===== src/rtl/tick_ign_pkg.sv =====
package tick_ign_pkg;
   // How the tick level is brought into the clock domain before edge detection.
   typedef enum logic {
      TICK_DIRECT = 1'b0,   // level used as is, edge seen one flop later
      TICK_SYNC2  = 1'b1    // extra synchronising flop, one more cycle of delay
   } tick_mode_e;
endpackage


===== src/rtl/tick_ign_edge.sv =====
module tick_ign_edge
   import tick_ign_pkg::*;
#(
   parameter tick_mode_e TICK_MODE = TICK_DIRECT
) (
   input  logic clk,
   input  logic rst_n,
   input  logic tick_in,
   output logic tick_rise
);
   logic lvl;
   logic lvl_q;

   generate
      if (TICK_MODE == TICK_SYNC2) begin : g_sync
         logic sync_q;
         always_ff @(posedge clk) begin
            if (!rst_n) sync_q <= 1'b0;
            else        sync_q <= tick_in;
         end
         assign lvl = sync_q;
      end else begin : g_direct
         assign lvl = tick_in;
      end
   endgenerate

   always_ff @(posedge clk) begin
      if (!rst_n) lvl_q <= 1'b0;
      else        lvl_q <= lvl;
   end

   assign tick_rise = lvl & ~lvl_q;

   // A held level never yields two ticks in a row.
   p_single_rise_r6: assert property (@(posedge clk) disable iff (!rst_n)
      tick_rise |=> !tick_rise);
endmodule


===== src/rtl/tick_ign_cnt.sv =====
module tick_ign_cnt #(
   parameter int CNT_W = 24
) (
   input  logic             clk,
   input  logic             rst_n,
   input  logic             tick,
   input  logic             wr_hit,
   input  logic [CNT_W-1:0] wr_val,
   output logic [CNT_W-1:0] cnt_o,
   output logic             ovf_o,
   output logic             fire_o
);
   localparam logic [CNT_W:0] ONE      = (CNT_W+1)'(1);
   localparam logic [CNT_W:0] OVF_MASK = ONE << CNT_W;

   logic [CNT_W:0] st_q;
   logic [CNT_W:0] st_dec;
   logic [CNT_W:0] st_nxt;

   assign st_dec = st_q - ONE;
   assign st_nxt = st_dec | (st_q & OVF_MASK);

   always_ff @(posedge clk) begin
      if (!rst_n) begin
         st_q   <= '0;
         fire_o <= 1'b0;
      end else if (wr_hit) begin
         st_q   <= {1'b0, wr_val};
         fire_o <= 1'b0;
      end else if (tick) begin
         st_q   <= st_nxt;
         fire_o <= st_nxt[CNT_W];
      end else begin
         fire_o <= 1'b0;
      end
   end

   assign cnt_o = st_q[CNT_W-1:0];
   assign ovf_o = st_q[CNT_W];

   p_write_load_r2: assert property (@(posedge clk) disable iff (!rst_n)
      wr_hit |=> (!ovf_o && cnt_o == $past(wr_val)));
   p_ovf_sticky_r4: assert property (@(posedge clk) disable iff (!rst_n)
      (ovf_o && !wr_hit) |=> ovf_o);
   p_fire_needs_ovf_r5: assert property (@(posedge clk) disable iff (!rst_n)
      fire_o |-> ovf_o);
   p_fire_one_cycle_r5: assert property (@(posedge clk) disable iff (!rst_n)
      (fire_o && !tick) |=> !fire_o);
   p_idle_hold_r6: assert property (@(posedge clk) disable iff (!rst_n)
      (!tick && !wr_hit) |=> ($stable(cnt_o) && $stable(ovf_o) && !fire_o));
   p_write_wins_r8: assert property (@(posedge clk) disable iff (!rst_n)
      (wr_hit && tick) |=> !fire_o);
endmodule


===== src/rtl/tick_ign_top.sv =====
module tick_ign_top
   import tick_ign_pkg::*;
#(
   parameter int         NUM_CPU   = 4,
   parameter int         CNT_W     = 24,
   parameter int         DATA_W    = 32,
   parameter tick_mode_e TICK_MODE = TICK_DIRECT,
   localparam int        SEL_W     = (NUM_CPU > 1) ? $clog2(NUM_CPU) : 1
) (
   input  logic              clk,
   input  logic              rst_n,
   input  logic              tick_in,
   input  logic              wr_en,
   input  logic [SEL_W-1:0]  wr_sel,
   input  logic [DATA_W-1:0] wr_data,
   input  logic [SEL_W-1:0]  rd_sel,
   output logic [DATA_W-1:0] rd_data,
   output logic [NUM_CPU-1:0] timer_set
);
   if (NUM_CPU < 1) begin : g_bad_cpu
      $error("tick_ign_top: NUM_CPU must be at least 1");
   end
   if (CNT_W < 1) begin : g_bad_cnt
      $error("tick_ign_top: CNT_W must be at least 1");
   end
   if (DATA_W < CNT_W + 1) begin : g_bad_data
      $error("tick_ign_top: DATA_W must hold count plus overflow");
   end

   logic             tick_rise;
   logic [CNT_W-1:0] cnt_a [NUM_CPU];
   logic             ovf_a [NUM_CPU];

   tick_ign_edge #(.TICK_MODE(TICK_MODE)) u_edge (
      .clk       (clk),
      .rst_n     (rst_n),
      .tick_in   (tick_in),
      .tick_rise (tick_rise)
   );

   for (genvar i = 0; i < NUM_CPU; i++) begin : g_cpu
      logic wr_hit;
      assign wr_hit = wr_en && (int'(wr_sel) == i);

      tick_ign_cnt #(.CNT_W(CNT_W)) u_cnt (
         .clk    (clk),
         .rst_n  (rst_n),
         .tick   (tick_rise),
         .wr_hit (wr_hit),
         .wr_val (wr_data[CNT_W-1:0]),
         .cnt_o  (cnt_a[i]),
         .ovf_o  (ovf_a[i]),
         .fire_o (timer_set[i])
      );
   end

   always_comb begin
      rd_data = '0;
      for (int i = 0; i < NUM_CPU; i++) begin
         if (int'(rd_sel) == i) rd_data[CNT_W:0] = {ovf_a[i], cnt_a[i]};
      end
   end

   p_rd_upper_zero_r3: assert property (@(posedge clk) disable iff (!rst_n)
      (rd_data >> (CNT_W + 1)) == '0);
   p_no_fire_without_tick_r6: assert property (@(posedge clk) disable iff (!rst_n)
      !tick_rise |=> (timer_set == '0));
endmodule


===== config.mk =====
export PLATFORM = sky130hd
export DESIGN_NAME = tick_ign_top
export DESIGN_NICKNAME = d
export VERILOG_FILES = /design/src/rtl/tick_ign_pkg.sv /design/src/rtl/tick_ign_edge.sv /design/src/rtl/tick_ign_cnt.sv /design/src/rtl/tick_ign_top.sv
export SDC_FILE = /design/constraint.sdc
export NUM_CORES = 1
export LEC_CHECK = 0
export BUFFER_PORTS_ARGS = -buffer_cell sky130_fd_sc_hd__buf_2
export CAP_MARGIN = 20
export CORE_ASPECT_RATIO = 1.5
export CORE_MARGIN = 1
export CORE_UTILIZATION = 40
export CTS_CLUSTER_SIZE = 12
export DETAILED_ROUTE_END_ITERATION = 10
export GPL_ROUTABILITY_DRIVEN = 0
export PLACE_DENSITY = 0.56
export SLEW_MARGIN = 15
export SYNTH_ARGS = -nofsm -noshare
export SYNTH_HDL_FRONTEND = slang
export SYNTH_SLANG_ARGS = --single-unit

===== constraint.sdc =====
create_clock -name clk -period 3.41 [get_ports clk]
set_clock_uncertainty 0.1 [all_clocks]
set_input_delay 0.682 -clock clk [delete_from_list [all_inputs] [get_ports clk]]
set_output_delay 0.682 -clock clk [all_outputs]
set_load 0.005 [all_outputs]

==> reports/results.tsv, run 1 <==
metric	value	unit
endpoint_kind	flip-flop	
die_h	154	um
vias_per_cell	5.89	
overflow	0	
fmax	361	MHz
num_antenna_cells	0	
routed_wl	19.4	mm
power_density	543	nW/um^2
hp-class	flip-flop to flip-flop	
rows	55	
regArea	2100	sq um
synth_edf_count	0	
drt_iter0_drc	306	
setup_tns	0	ns
fillers	1491	
fin_util	46.1	%
max_stage_delay	0.61	ns
ios	76	
switching_power	0.00123	W
yosys_warnings	0	
synthArstFlopShare	0	%
clock_tree.buffer_depth	2	
crit_path_max_fanout	6	
tritoncts	done	
drv_slew	0	
slew_headroom	39.2	%
grt_pass1_wl	30.3	mm
rsz0062_at_grt	no	
p_comb_share	26.8	%
fin_crit	2.77	ns
first_global_vias	5416	
critPathArrivalTime	2.88	ns
timing.final.crit_share	81.2	%
fp.dieArea	16000	sq um
start_util	41.0	%
ir_drop	0.000255	V
tightest_slew	0.912	ns
core_area	15100	sq um
htree_levels	3	
ys_seq_area_share	34.0	%
setup_slack	0.640	ns
met2_usage	43.3	%
numPlacedInstances	931	
cts_resized	0	
setup_viol	0	
busiest_layer	met2	
layout.nets	787	
vias	5572	
cts_hold_buf	0	
ys.flop_type	dfxtp_1	
pre_cts_slack	0.624	ns
maxCapViolCount	0	
power_frac_seq	40.9	%
final_common_cell	dfxtp_1	
drc	0	
criticalPathCategory	flip-flop to flip-flop	
dr.pass1.iters	5	
fin_cells	946	
synth_area_leader_cell	dfxtp_1	
hpwlAfterDp	13.7	mm
p_leak	2.54	nW
cts_setup_buffers	0	
fp.dieW	103	um
swShare	32.5	%
power.internal	0.00254	W
synthTopCellsByArea	dfxtp_1 34%, mux4_2 8.7%, xnor2_1 8.2%	
path_clk_slew	0.07	ns
final_cell_mix	105 x dfxtp_1, 70 x a21oi_1, 68 x o21ai_0	
grt_max_degree	69	
use_met1	31.6	%
yosysTopAreaCellShare	34.0	%
grtUsageTotal	25.4	%
power_frac_clock	32.3	%
netlist_instances	705	
yosys_register_bits	105	
synthToLayoutAreaGrowth	12.4	%
hold_ws	0.417	ns
required	3.52	ns
grtUsageMet3	3.84	%
cts_made_buffers	9	
crit_slowest_cell	or4b_2	
status	complete, no violations	
drive_gt1_share	18.7	%
antenna_found_initial	0	
wl_per_cell	20.5	um
final_hold_viol_count	0	
syn_area	6180	sq um
clock_latency	0.35	ns
crit_chain	inv_1 > ha_1 > or4b_2 > or4_4 > nor4_2 > xnor2_1 > o22ai_2	
clock_sink_count	105	
start_kind	flip-flop	
synth_area_per_cell	8.76	sq um
port_buffers	60	
synth.distinct_cells	56	
cts_root_buffer	clkbuf_16	
multiInputGateArea	3760	sq um
ant_nets	0	
layout make-up:
| cell class | instances | area share [%] |
|---|---|---|
| Clock buffer | 10 | 3.44 |
| Clock inverter | 5 | 1.50 |
| Inverter | 12 | 0.649 |
| Multi-Input combinational cell | 537 | 54.1 |
| Sequential cell | 105 | 30.3 |
| Tap cell | 199 | 3.58 |
| Timing Repair Buffer | 78 | 6.45 |
sequential cells by signal, indices dropped and copies added, names as in the netlist:
| name | flops |
|---|---|
| g_cpu.u_cnt.fire_o | 4 |
| g_cpu.u_cnt.st_q | 100 |
| u_edge.lvl_q | 1 |
final timing paths:
| check | start | to | slack [ns] | cells after the start |
|---|---|---|---|---|
| worst min register to register | g_cpu[3].u_cnt.st_q[0] | g_cpu[3].u_cnt.st_q[0] | 0.42 | 2 |
| worst max-delay path | g_cpu[0].u_cnt.st_q[0] | g_cpu[0].u_cnt.st_q[22] | 0.64 | 7 |
| worst min-delay path | g_cpu[3].u_cnt.st_q[0] | g_cpu[3].u_cnt.st_q[0] | 0.42 | 2 |
| worst max register to register | g_cpu[0].u_cnt.st_q[0] | g_cpu[0].u_cnt.st_q[22] | 0.64 | 7 |
synthesized netlist by cell type, drive strengths merged, types with 10 or more instances:
cell and number:
a211oi 14, a21oi 70, buf 25, clkbuf 32
dfxtp 105, inv 12, mux4 25, nand2 33
nand3 14, nor2 56, nor3 34, nor4 29
o21ai 68, or3 10, or4 15, xnor2 58
xor2 25
power by group through the flow:
stage          Sequential, W  Clock, W  Combinational [W]
6_report             0.00154   0.00122            0.00101
2_1_floorplan        0.00150         0           0.000729
3_3_place_gp         0.00156         0           0.000993
3_5_place_dp         0.00157         0            0.00100
5_1_grt              0.00156   0.00128            0.00111
4_1_cts              0.00154   0.00123            0.00101
critical path, delay by kind of cell, from the launching register on:
kind	cells	cell delay, ns
buf+inv	1	0.13
xor+xnor	1	0.18
simple gates	3	1.37
flops	1	0.43
fa+ha+maj	1	0.33
compound gates	1	0.09
logic make-up (layout without fill, tap and decap cells):
| group | count (synthesis) | after routing | share of synthesized area (%) |
|---|---|---|---|
| adders and majority gates | 4 | 4 | 0.810 |
| DFF | 105 | 105 | 34.0 |
| buffers and inverters | 69 | 105 | 5.51 |
| and+or+nand+nor | 238 | 238 | 22.0 |
| muxes | 28 | 28 | 9.66 |
| other | 1 | 7 | 0.0607 |
| AOI/OAI and AO/OA | 177 | 177 | 16.2 |
| xor gates and xnor gates | 83 | 83 | 11.8 |
layer usage:
layer,wire length [um],up-vias
li1,-,2661
met1,7990,2697
met2,9850,176
met3,959,38
met4,565,0
met5,0,-
metrics by stage:
step | area [sq um] | total power (W)
after floorplan | 6200 | 0.00223
after global placement | 6600 | 0.00255
after detailed placement | 6600 | 0.00257
after CTS | 6950 | 0.00378
after global routing | 6950 | 0.00395
final | 6950 | 0.00377
No activity file was read; power rests on OpenSTA's default activity.
==> run 2, diff against run 1 <==
Settings changed: ABC_AREA set to 1, PLACE_DENSITY 0.56 to 0.57.
Clock period 3.41 ns to 2.33 ns, I/O delays scaled along.
==> reports/results.tsv, run 2 <==
metric	value	unit
dr.pass1.iters	5	
start_kind	input port	
p_leak	3.94	nW
crit_path_max_fanout	24	
slew_headroom	61.1	%
drv_slew	0	
fmax	456	MHz
clock_latency	0.37	ns
regMostFlops	g_cpu.u_cnt.st_q	
largest_reg_flops	100	
setup_tns	0	ns
netlist_instances	1201	
synth_area_leader_cell	dfxtp_1	
ys.flop_type	dfxtp_1	
tritoncts	done	
cp_common_cell	buf_2	
wl_met1	10.6	mm
crit_slowest_cell	o22ai_1	
setup_viol	0	
syn_area	7380	sq um
drive_gt1_share	11.2	%
synth_edf_count	0	
max_stage_delay	0.20	ns
placed_area	7960	sq um
synth_area_per_cell	6.14	sq um
yosys_register_bits	105	
cts_resized	0	
fin_crit	2.20	ns
hold_ws	0.193	ns
final_hold_viol_count	0	
cts_setup_buffers	0	
synth_compound_area_share	20.9	%
path_buf_inv	4	
drc	0	
start_util	41.0	%
synthTopCellsByArea	dfxtp_1 28%, nand2_1 13%, inv_1 9.2%	
yosysTopAreaCellShare	28.5	%
regArea	2100	sq um
synthArstFlopShare	0	%
tightest_slew	0.583	ns
reg_top3	g_cpu.u_cnt.st_q (100), g_cpu.u_cnt.fire_o (4), u_edge.lvl_q (1)	
routed_wl	26.2	mm
yosys_warnings	0	
dr_wl_met3	1.09	mm
required	1.76	ns
cts_made_buffers	9	
timing.final.crit_share	94.2	%
status	complete, no violations	
synthTopCellsByCount	261 x nand2_1, 180 x inv_1, 155 x nor2_1	
multiInputGateArea	4310	sq um
endpoint_kind	output port	
cts_hold_buf	0	
synth.distinct_cells	42	
cts_root_buffer	clkbuf_16	
synth_xor_area_share	4.15	%
numPlacedInstances	1466	
layout.nets	1304	
core_area	18000	sq um
final_common_cell	nand2_1	
hpwlAfterDp	20.3	mm
port_buffers	60	
synth-simple-area-share	32.3	%
synthMuxAreaShare	0	%
antenna_found_initial	0	
path_clk_slew	0.07	ns
wl_per_cell	17.7	um
num_antenna_cells	0	
ys_seq_area_share	28.5	%
first_global_vias	7700	
ant_nets	0	
fin_cells	1482	
fp.dieArea	19000	sq um
final_cell_mix	261 x nand2_1, 180 x inv_1, 155 x nor2_1	
critPathTopFamily	buffers and inverters	
fillers	1981	
htree_levels	3	
critPathArrivalTime	1.63	ns
fin_util	45.9	%
crit_chain	buf_2 > nor2_1 > inv_1 > buf_12 > o22ai_1 > a21oi_1 > o21ai_0 > buf_2	
fp.dieW	113	um
hp-class	input port to flip-flop	
ir_drop	0.000411	V
vias	8071	
yosysMostFrequentCell	nand2_1	
grtUsageTotal	28.0	%
clock_sink_count	105	
drt_iter0_drc	487	
die_h	168	um
grt_pass1_wl	40.6	mm
synth-adder-area-share	0.678	%
synthToLayoutAreaGrowth	12.1	%
met2_wirelength	13.5	mm
vias_per_cell	5.45	
rsz0062_at_grt	no	
design_area	8270	sq um
clock_tree.buffer_depth	2	
criticalPathCategory	input port to output port	
power_density	777	nW/um^2
synth_top_family_by_area	simple AND/OR/NAND/NOR gates	
grt_max_degree	66	
ios	76	
overflow	0	
maxCapViolCount	0	
rows	60	
route.top_layer_used	met4	
run 2: final timing paths:
kind                            slack [ns]                 endpoint                     from  cells past startpoint
worst max-delay path                  0.13               rd_data[6]                rd_sel[1]                      8
worst min-delay path                  0.19             u_edge.lvl_q                  tick_in                      3
worst max register to register        0.28  g_cpu[0].u_cnt.st_q[18]   g_cpu[0].u_cnt.st_q[0]                      9
worst min register to register        0.41  g_cpu[2].u_cnt.st_q[24]  g_cpu[2].u_cnt.st_q[24]                      2
run 2: logic make-up (layout without fill, tap and decap cells):
family	after synthesis	after routing
compound gates	272	272
buf+inv	239	297
other cells	1	7
flops	105	105
xor+xnor	35	35
simple gates	545	545
fa+ha+maj	4	4
run 2: layer usage:
layer,vias to the layer above,track usage [%]
li1,4051,-
met1,3709,31.8
met2,253,52.1
met3,58,1.91
met4,0,14.4
met5,-,0
run 2: stage by stage:
| stage | total power (W) | setup slack (ns) |
|---|---|---|
| detailed placement | 0.00477 | 0.196 |
| CTS | 0.00642 | 0.166 |
| global placement | 0.00476 | 0.165 |
| floorplan | 0.00402 | 0.530 |
| finish | 0.00642 | 0.135 |
| global route | 0.00685 | 0.0766 |
run 2: power by group:
part           internal, W  total, W  switching [W]
registers          0.00199   0.00218       0.000191
logic             0.000852   0.00259        0.00174
clock network     0.000891   0.00165       0.000762
total              0.00373   0.00642        0.00269
run 2: layout make-up:
class	count	share of cell area [%]
multi-input cells	863	52.1
flip-flops and latches	105	25.4
inverters	192	8.81
repair buffers	89	6.72
well taps	217	3.28
clock buffers	11	3.06
clock inverters	5	0.651
run 2: worst reg2reg max path: cells and delay by family, from the launching register on:
| kind | cells | cell delay (ns) |
|---|---|---|
| buffers and inverters | 1 | 0.14 |
| AND/OR/NAND/NOR | 7 | 1.20 |
| flip-flops | 1 | 0.32 |
| adder cells (fa/ha/maj) | 1 | 0.21 |
